`config.mk`:
```
export PLATFORM = sky130hd
export DESIGN_NAME = pgw_walker
export DESIGN_NICKNAME = d
export VERILOG_FILES = /design/src/rtl/pgw_pkg.sv /design/src/rtl/pgw_va_split.sv /design/src/rtl/pgw_pte_addr.sv /design/src/rtl/pgw_pte_decode.sv /design/src/rtl/pgw_walk_ctrl.sv /design/src/rtl/pgw_walker.sv
export SDC_FILE = /design/constraint.sdc
export NUM_CORES = 1
export LEC_CHECK = 0
export CAP_MARGIN = 10
export CORE_UTILIZATION = 45
export CTS_BUF_LIST = sky130_fd_sc_hd__clkbuf_4 sky130_fd_sc_hd__clkbuf_8
export CTS_CLUSTER_SIZE = 8
export DETAILED_ROUTE_END_ITERATION = 7
export HOLD_SLACK_MARGIN = 0.05
export PLACE_DENSITY = 0.82
export REMOVE_ABC_BUFFERS = 1
export SETUP_SLACK_MARGIN = 0.15
export SYNTH_ARGS = -nofsm -noshare
export SYNTH_HDL_FRONTEND = slang
export SYNTH_SLANG_ARGS = --single-unit
export TNS_END_PERCENT = 50
```
`constraint.sdc`:
```
create_clock -name clk -period 5 [get_ports clk]
set_clock_uncertainty 0.1 [all_clocks]
set_input_delay 1.5 -clock clk [delete_from_list [all_inputs] [get_ports clk]]
set_output_delay 1.5 -clock clk [all_outputs]
set_load 0.005 [all_outputs]
```
`src/rtl/pgw_pkg.sv`:
```
package pgw_pkg;

   typedef enum logic [2:0] {
      ST_IDLE    = 3'd0,
      ST_L1_REQ  = 3'd1,
      ST_L1_WAIT = 3'd2,
      ST_L2_REQ  = 3'd3,
      ST_L2_WAIT = 3'd4,
      ST_DONE    = 3'd5
   } walk_state_e;

   function automatic int unsigned clog2_u(input int unsigned v);
      int unsigned r;
      r = 0;
      while ((1 << r) < v) r++;
      return r;
   endfunction

endpackage

```
`src/rtl/pgw_va_split.sv`:
```
module pgw_va_split #(
   parameter int TOP_W  = 10,
   parameter int LEAF_W = 10,
   parameter int OFS_W  = 12,
   localparam int VA_W  = TOP_W + LEAF_W + OFS_W
) (
   input  logic [VA_W-1:0]   va,
   output logic [TOP_W-1:0]  top_idx,
   output logic [LEAF_W-1:0] leaf_idx,
   output logic [OFS_W-1:0]  page_ofs
);
   assign top_idx  = va[VA_W-1 -: TOP_W];
   assign leaf_idx = va[OFS_W +: LEAF_W];
   assign page_ofs = va[OFS_W-1:0];
endmodule

```
`src/rtl/pgw_pte_addr.sv`:
```
module pgw_pte_addr #(
   parameter int IDX_W     = 10,
   parameter int OFS_W     = 12,
   parameter int FRAME_W   = 20,
   parameter int PTE_SHIFT = 2,
   localparam int PA_W     = FRAME_W + OFS_W,
   localparam int PAD_W    = OFS_W - IDX_W - PTE_SHIFT
) (
   input  logic [FRAME_W-1:0] table_frame,
   input  logic [IDX_W-1:0]   idx,
   output logic [PA_W-1:0]    entry_addr
);
   generate
      if (PAD_W < 0) begin : g_bad_fit
         $error("pgw_pte_addr: table of 2**IDX_W entries does not fit one page");
      end else if (PAD_W == 0) begin : g_tight
         if (PTE_SHIFT == 0) begin : g_noshift
            assign entry_addr = {table_frame, idx};
         end else begin : g_shift
            assign entry_addr = {table_frame, idx, {PTE_SHIFT{1'b0}}};
         end
      end else begin : g_padded
         if (PTE_SHIFT == 0) begin : g_noshift
            assign entry_addr = {table_frame, {PAD_W{1'b0}}, idx};
         end else begin : g_shift
            assign entry_addr = {table_frame, {PAD_W{1'b0}}, idx, {PTE_SHIFT{1'b0}}};
         end
      end
   endgenerate
endmodule

```
`src/rtl/pgw_pte_decode.sv`:
```
module pgw_pte_decode #(
   parameter int PTE_W       = 32,
   parameter int OFS_W       = 12,
   parameter int FRAME_W     = 20,
   parameter int PRESENT_BIT = 0,
   localparam int FLD_W      = PTE_W - OFS_W
) (
   input  logic [PTE_W-1:0]   pte,
   output logic               present,
   output logic [FRAME_W-1:0] frame
);
   if (PRESENT_BIT >= OFS_W) begin : g_bad_flag
      $error("pgw_pte_decode: present flag must sit below the frame field");
   end
   if (FLD_W < 1) begin : g_bad_width
      $error("pgw_pte_decode: entry too narrow to hold a frame field");
   end

   assign present = pte[PRESENT_BIT];

   generate
      if (FLD_W >= FRAME_W) begin : g_slice
         assign frame = pte[OFS_W +: FRAME_W];
      end else begin : g_extend
         assign frame = {{(FRAME_W-FLD_W){1'b0}}, pte[PTE_W-1:OFS_W]};
      end
   endgenerate
endmodule

```
`src/rtl/pgw_walk_ctrl.sv`:
```
module pgw_walk_ctrl
   import pgw_pkg::*;
(
   input  logic clk,
   input  logic rst_n,
   input  logic req_valid,
   input  logic rsp_valid,
   input  logic rsp_present,
   output logic ready,
   output logic issue,
   output logic sel_leaf,
   output logic take_req,
   output logic take_root,
   output logic take_leaf,
   output logic take_root_fault,
   output logic done
);
   walk_state_e state_q, state_d;

   always_comb begin
      state_d = state_q;
      unique case (state_q)
         ST_IDLE:    if (req_valid) state_d = ST_L1_REQ;
         ST_L1_REQ:  state_d = ST_L1_WAIT;
         ST_L1_WAIT: if (rsp_valid) state_d = rsp_present ? ST_L2_REQ : ST_DONE;
         ST_L2_REQ:  state_d = ST_L2_WAIT;
         ST_L2_WAIT: if (rsp_valid) state_d = ST_DONE;
         ST_DONE:    state_d = ST_IDLE;
         default:    state_d = ST_IDLE;
      endcase
   end

   always_ff @(posedge clk or negedge rst_n) begin
      if (!rst_n) state_q <= ST_IDLE;
      else        state_q <= state_d;
   end

   assign ready           = (state_q == ST_IDLE);
   assign issue           = (state_q == ST_L1_REQ) || (state_q == ST_L2_REQ);
   assign sel_leaf        = (state_q == ST_L2_REQ);
   assign take_req        = ready && req_valid;
   assign take_root       = (state_q == ST_L1_WAIT) && rsp_valid && rsp_present;
   assign take_root_fault = (state_q == ST_L1_WAIT) && rsp_valid && !rsp_present;
   assign take_leaf       = (state_q == ST_L2_WAIT) && rsp_valid;
   assign done            = (state_q == ST_DONE);
endmodule

```
`src/rtl/pgw_walker.sv`:
```
module pgw_walker
   import pgw_pkg::*;
#(
   parameter int TOP_W       = 10,
   parameter int LEAF_W      = 10,
   parameter int OFS_W       = 12,
   parameter int PA_W        = 32,
   parameter int PTE_W       = 32,
   parameter int PRESENT_BIT = 0,
   localparam int VA_W       = TOP_W + LEAF_W + OFS_W,
   localparam int FRAME_W    = PA_W - OFS_W,
   localparam int PTE_SHIFT  = clog2_u(PTE_W / 8)
) (
   input  logic               clk,
   input  logic               rst_n,
   input  logic               req_valid,
   output logic               req_ready,
   input  logic [VA_W-1:0]    req_va,
   input  logic [FRAME_W-1:0] req_root,
   output logic               mem_req_valid,
   output logic [PA_W-1:0]    mem_req_addr,
   input  logic               mem_rsp_valid,
   input  logic [PTE_W-1:0]   mem_rsp_data,
   output logic               done,
   output logic               done_fault,
   output logic [PA_W-1:0]    done_pa
);
   if (PTE_W % 8 != 0 || (1 << PTE_SHIFT) * 8 != PTE_W) begin : g_bad_pte
      $error("pgw_walker: entry width must be a power-of-two number of bytes");
   end
   if (FRAME_W < 1) begin : g_bad_pa
      $error("pgw_walker: physical address narrower than the page offset");
   end

   logic [VA_W-1:0]    va_q;
   logic [FRAME_W-1:0] root_q;
   logic [FRAME_W-1:0] leaf_tbl_q;
   logic [PA_W-1:0]    pa_q;
   logic               fault_q;

   logic [TOP_W-1:0]   top_idx;
   logic [LEAF_W-1:0]  leaf_idx;
   logic [OFS_W-1:0]   page_ofs;
   logic [PA_W-1:0]    root_entry_addr;
   logic [PA_W-1:0]    leaf_entry_addr;
   logic               pte_present;
   logic [FRAME_W-1:0] pte_frame;

   logic issue, sel_leaf, take_req, take_root, take_leaf, take_root_fault, walk_done;

   pgw_va_split #(.TOP_W(TOP_W), .LEAF_W(LEAF_W), .OFS_W(OFS_W)) u_split (
      .va(va_q), .top_idx(top_idx), .leaf_idx(leaf_idx), .page_ofs(page_ofs)
   );

   pgw_pte_addr #(.IDX_W(TOP_W), .OFS_W(OFS_W), .FRAME_W(FRAME_W), .PTE_SHIFT(PTE_SHIFT))
   u_root_addr (
      .table_frame(root_q), .idx(top_idx), .entry_addr(root_entry_addr)
   );

   pgw_pte_addr #(.IDX_W(LEAF_W), .OFS_W(OFS_W), .FRAME_W(FRAME_W), .PTE_SHIFT(PTE_SHIFT))
   u_leaf_addr (
      .table_frame(leaf_tbl_q), .idx(leaf_idx), .entry_addr(leaf_entry_addr)
   );

   pgw_pte_decode #(.PTE_W(PTE_W), .OFS_W(OFS_W), .FRAME_W(FRAME_W), .PRESENT_BIT(PRESENT_BIT))
   u_decode (
      .pte(mem_rsp_data), .present(pte_present), .frame(pte_frame)
   );

   pgw_walk_ctrl u_ctrl (
      .clk(clk), .rst_n(rst_n),
      .req_valid(req_valid), .rsp_valid(mem_rsp_valid), .rsp_present(pte_present),
      .ready(req_ready), .issue(issue), .sel_leaf(sel_leaf),
      .take_req(take_req), .take_root(take_root), .take_leaf(take_leaf),
      .take_root_fault(take_root_fault), .done(walk_done)
   );

   always_ff @(posedge clk or negedge rst_n) begin
      if (!rst_n) begin
         va_q       <= '0;
         root_q     <= '0;
         leaf_tbl_q <= '0;
         pa_q       <= '0;
         fault_q    <= 1'b0;
      end else begin
         if (take_req) begin
            va_q    <= req_va;
            root_q  <= req_root;
            pa_q    <= '0;
            fault_q <= 1'b0;
         end
         if (take_root) leaf_tbl_q <= pte_frame;
         if (take_root_fault) begin
            pa_q    <= '0;
            fault_q <= 1'b1;
         end
         if (take_leaf) begin
            pa_q    <= pte_present ? {pte_frame, page_ofs} : '0;
            fault_q <= !pte_present;
         end
      end
   end

   assign mem_req_valid = issue;
   assign mem_req_addr  = sel_leaf ? leaf_entry_addr : root_entry_addr;
   assign done          = walk_done;
   assign done_fault    = walk_done & fault_q;
   assign done_pa       = walk_done ? pa_q : '0;
endmodule

```
Yosys cells after proc, flatten, opt, wreduce, memory -nomap -nowiden
Index checks and enable logic that the tools add are counted.
{"block": "word_totals", "regBits": 108, "input_bits": 88}
{"block": "classes", "eq_ne": 8, "mux": 14, "bitwise": 1, "reduce_logical": 10}
{"cell": "2-to-1 mux 32 bit", "n": 6}
{"cell": "case mux 3 bit (5 select lines)", "n": 1}
{"cell": "2-to-1 mux 3 bit", "n": 4}
{"cell": "== test 3 x 2 -> 1 bit, second input constant", "n": 2}
{"cell": "== test 3 bit, second input constant", "n": 2}
{"cell": "inequality test 2 bit, second input constant", "n": 3}
{"cell": "logical AND 1 bit", "n": 5}
{"cell": "== test 3 x 1 -> 1 bit, second input constant", "n": 1}
{"cell": "zero test 3 bit", "n": 1}
{"cell": "2-to-1 mux 1 bit", "n": 3}
{"cell": "AND reduction 3 bit", "n": 1}
{"cell": "nonzero test 3 bit", "n": 1}
{"cell": "bitwise AND 1 bit", "n": 1}
{"cell": "zero test 1 bit", "n": 1}
{"cell": "logical OR 1 bit", "n": 1}

Depth between registers and ports, before layout
{"block": "depth", "word_depth": 5, "mapped_depth": 6}

Cells and area by module
From an unflattened synthesis, not the netlist that was laid out.
{"block": "unflattened", "hier_cells": 450, "hier_area_um2": 5693.0}
{"module": "pgw_walker", "instances": 1, "cells_per_inst": 307, "area_per_inst_um2": 4589.4, "seq_area_each_um2": 2627.5}
{"module": "pgw_pte_addr", "instances": 2, "cells_per_inst": 33, "area_per_inst_um2": 244.0, "seq_area_each_um2": 0.0}
{"module": "pgw_va_split", "instances": 1, "cells_per_inst": 32, "area_per_inst_um2": 240.2, "seq_area_each_um2": 0.0}
{"module": "pgw_walk_ctrl", "instances": 1, "cells_per_inst": 24, "area_per_inst_um2": 217.7, "seq_area_each_um2": 75.1}
{"module": "pgw_pte_decode", "instances": 1, "cells_per_inst": 21, "area_per_inst_um2": 157.7, "seq_area_each_um2": 0.0}

Worst setup path after synthesis
No wires, ideal clock.
{"block": "synth_timing", "kind": "reg-to-output", "startpoint": "register u_ctrl.state_q[1]", "endpoint": "output mem_req_addr[10]", "arrival_time_ns": 1.276, "required_time_ns": 3.400, "slack_ns": 2.124, "path_stages_with_launch": 6, "path_buffers": 2, "cell_sequence": "dfrtp_1 > buf_2 > nor2b_1 > nand2_1 > buf_2 > mux2_2"}
{"block": "synth_via", "elab_chain_len": 2}
{"item": "start, declared", "line_no": "pgw_walk_ctrl.sv:18", "source": "walk_state_e state_q, state_d;"}
{"item": "start signal, assigned", "line_no": "pgw_walk_ctrl.sv:35", "source": "else state_q <= state_d;"}
{"item": "== test 3 x 2 -> 1 bit", "line_no": "pgw_walk_ctrl.sv:40", "source": "assign sel_leaf = (state_q == ST_L2_REQ);"}
{"item": "2-to-1 mux 32 bit", "line_no": "pgw_walker.sv:105", "source": "assign mem_req_addr = sel_leaf ? leaf_entry_addr : root_entry_addr;"}
{"item": "end, declared", "line_no": "pgw_walker.sv:21", "source": "output logic [PA_W-1:0] mem_req_addr,"}
No other way between the ends.

Worst setup path in the final report
{"block": "layout_timing", "startpoint": "register u_ctrl.state_q[0]", "endpoint": "output done_pa[16]"}
{"block": "layout_via", "elab_chain_len": 2}
{"item": "== test 3 bit", "line_no": "pgw_walk_ctrl.sv:45", "source": "assign done = (state_q == ST_DONE);"}
{"item": "2-to-1 mux 32 bit", "line_no": "pgw_walker.sv:108", "source": "assign done_pa = walk_done ? pa_q : '0;"}
{"item": "end, declared", "line_no": "pgw_walker.sv:26", "source": "output logic [PA_W-1:0] done_pa"}
No other way between the ends.

==> results.yml <==
outcome:
  status: "finished, final reports clean"
clock_network:
  cts-root-buf: "clkbuf_8"
  cts_tree: "done"
  clk_path_buf_depth: 2
  post_cts_buffers: 0
  cts.clk_slew.worst_paths_ps: 110
  cts-buffers-inserted: 9
  clock_latency_ps: 360
  clkSinkCount: 108
  cts_resized: 0
  hold_buffers: 0
  htreeDepth: 3
worst_setup_path:
  startpoint_type: "flip-flop"
  crit_family: "buffers and inverters"
  worst-path-buf-inv: 2
  worstSetupPathType: "flip-flop to output pin"
  end_kind: "output pin"
  path_max_fanout: 20
  slowest_delay_ps: 740
  worstPathArrival_ps: 2770
  required_ps: 3400
  critical_path.cell_chain: "nand2b_1 -> buf_4 -> nor3_1 -> clkdlybuf4s50_1"
  cpMaxStageDelayCell: "dfrtp_1"
synthesis:
  ys_ff_latch: 108
  synthSimpleGateAreaFrac: 0.05081
  synth_top_family_by_area: "multiplexers"
  synth_xor_xnor_area_share: 0.001769
  synth.area.top_cells: "dfrtp_1 (55%), mux2_2 (21%), a32oi_1 (5.7%)"
  yosys_warnings: 0
  yosysTopAreaCellShare: 0.5460
  synthMuxAreaShare: 0.2341
  synthAdderAreaFrac: 0
  yosysTopAreaCell: "dfrtp_1"
  synth_cells: 404
  seq_area_frac_synth: 0.5460
  async_flop_share: 1.000
  ys.flop_type: "dfrtp_1"
  synth.distinct_cells: 28
  synth-edff-count: 0
  syn_avg_cell_area_um2: 12.25
  synth-compound-area-share: 0.09833
  syn_area_um2: 4950
layout:
  syn2layout_area_growth_pct: 34.50
  fillerInstances: 828
  nets: 621
  drive_above_1_share: 0.2361
  fin_util: 0.6335
  n_antenna_cell: 0
timing:
  drv_slew: 0
  timing_hold_violations_final: 0
  period_share: 0.8743
  fmax_ghz: 0.2288
  rsz0062_at_grt: "no"
  setup-violations-final: 0
  period_needed_ps: 4371
  setup-tns-final_ps: 0
  slew_headroom: 0.3504
  worst_slew_pin_slew_ps: 969.1
global_routing:
  grt_pass1_vias: 3882
  grt_usage: 0.2163
  grt_pass1_wl_um: 19350
  grt_max_degree: 90
  grt_overflow: 0
  antenna_found_initial: 0
placement:
  dp_hpwl_um: 8036
  gp_congestion: 0.7345
  port_buffers: 142
route:
  wl_per_cell_um: 17.57
  drtPass1Iterations: 4
  ant_nets: 0
  vias: 3706
  drc: 0
  drt-initial-drc-count: 215
  wl_um: 11850
  vias_per_cell: 5.499
floorplan:
  die_h_um: 106.9
  die_x_um: 106.9
  die-area_um2: 11420
  num_io_pins: 156
  core_area_um2: 10510
  rows: 37
  start_util: 0.4710
min_path:
  hold_path.class: "flip-flop to flip-flop"
job:
  cap_viol_max_count: 0
power_and_ir_drop:
  power_density_nw_per_um2: 556.0
  ir_worst_vdd_mv: 0.3133
  p_leak_nw: 2.650
==> power breakdown <==
group,leakage (nW),switching (W),internal [W]
logic,1.21,0.000720,0.000920
registers,1.34,0.000249,0.00130
clock network,0.0965,0.000301,0.000214
==> state kept, by name, indices dropped and copies added, names as in the netlist <==
| register | cells |
|---|---|
| fault_q | 1 |
| pa_q | 32 |
| leaf_tbl_q | 20 |
| root_q | 20 |
| u_ctrl.state_q | 3 |
| va_q | 32 |
==> layout make-up <==
class	count	area, um^2	area share
clock buffers	11	151.4	0.02274
clock inverters	5	42.54	0.006390
repair buffers	153	1534	0.2304
well taps	136	170.2	0.02556
inverters	35	131.4	0.01973
multi-input cells	226	1926	0.2892
flip-flops and latches	108	2703	0.4059
==> path summary, 6_finish.rpt <==
kind / slack, ps / cells after the start / to / from
setup / recovery: 630 / 4 / done_pa[16] / u_ctrl.state_q[0]
hold / removal: 400 / 1 / root_q[2] / root_q[2]
setup reg to reg: 2120 / 4 / va_q[4] / u_ctrl.state_q[2]
hold reg to reg: 400 / 1 / root_q[2] / root_q[2]
max in group asynchronous: 2860 / 3 / u_ctrl.state_q[0] / rst_n
min in group asynchronous: 970 / 1 / va_q[17] / rst_n
==> routing by layer <==
| metal | routed length (um) | global-route usage | vias to the layer above |
|---|---|---|---|
| li1 | - | - | 1698 |
| met1 | 5164 | 0.2782 | 1848 |
| met2 | 5730 | 0.3590 | 138 |
| met3 | 748 | 0.05167 | 22 |
| met4 | 201 | 0.07045 | 0 |
| met5 | 0 | 0 | - |
==> cell families after synthesis <==
| family | Yosys count |
|---|---|
| XOR/XNOR | 1 |
| flip-flops | 108 |
| multiplexers | 103 |
| buffers and inverters | 71 |
| AO/OA/AOI/OAI | 71 |
| AND/OR/NAND/NOR | 49 |
| other | 1 |
==> synthesized netlist by cell type (2+ instances only) <==
master and n:
a21oi_1 2, a32oi_1 32, and3_1 2, buf_2 6, buf_4 5, buf_6 6
clkbuf_1 18, dfrtp_1 108, inv_1 34, mux2_1 8, mux2_2 94, nand2_1 3
nand2b_1 3, nor2_1 3, nor3_1 35, o21ai_0 33
==> per-stage QoR <==
step	hold slack (ps)	area, um^2	worst slack [ps]	instances	total power (W)
6_report	396.0	6658	628.6	674	0.003702
5_1_grt	422.7	6658	521.9	674	0.003959
4_1_cts	401.6	6630	659.0	673	0.003730
3_5_place_dp	376.4	6436	1043	657	0.003214
3_3_place_gp	361.1	6436	1086	657	0.003117
2_1_floorplan	352.3	4747	1161	369	0.002433
==> placed cells by master (no fill, tap or decap), drive strengths merged, types with 2 or more instances in the layout <==
cell type      count
nor2               4
nand2b             3
and3               2
clkdlybuf4s50    141
clkinv             2
nand2              3
clkbuf            11
nor3              35
conb               2
o21ai             33
dfrtp            108
mux2             102
a21oi              2
buf               12
inv               37
a32oi             32
(Power assumes the default switching activity.)
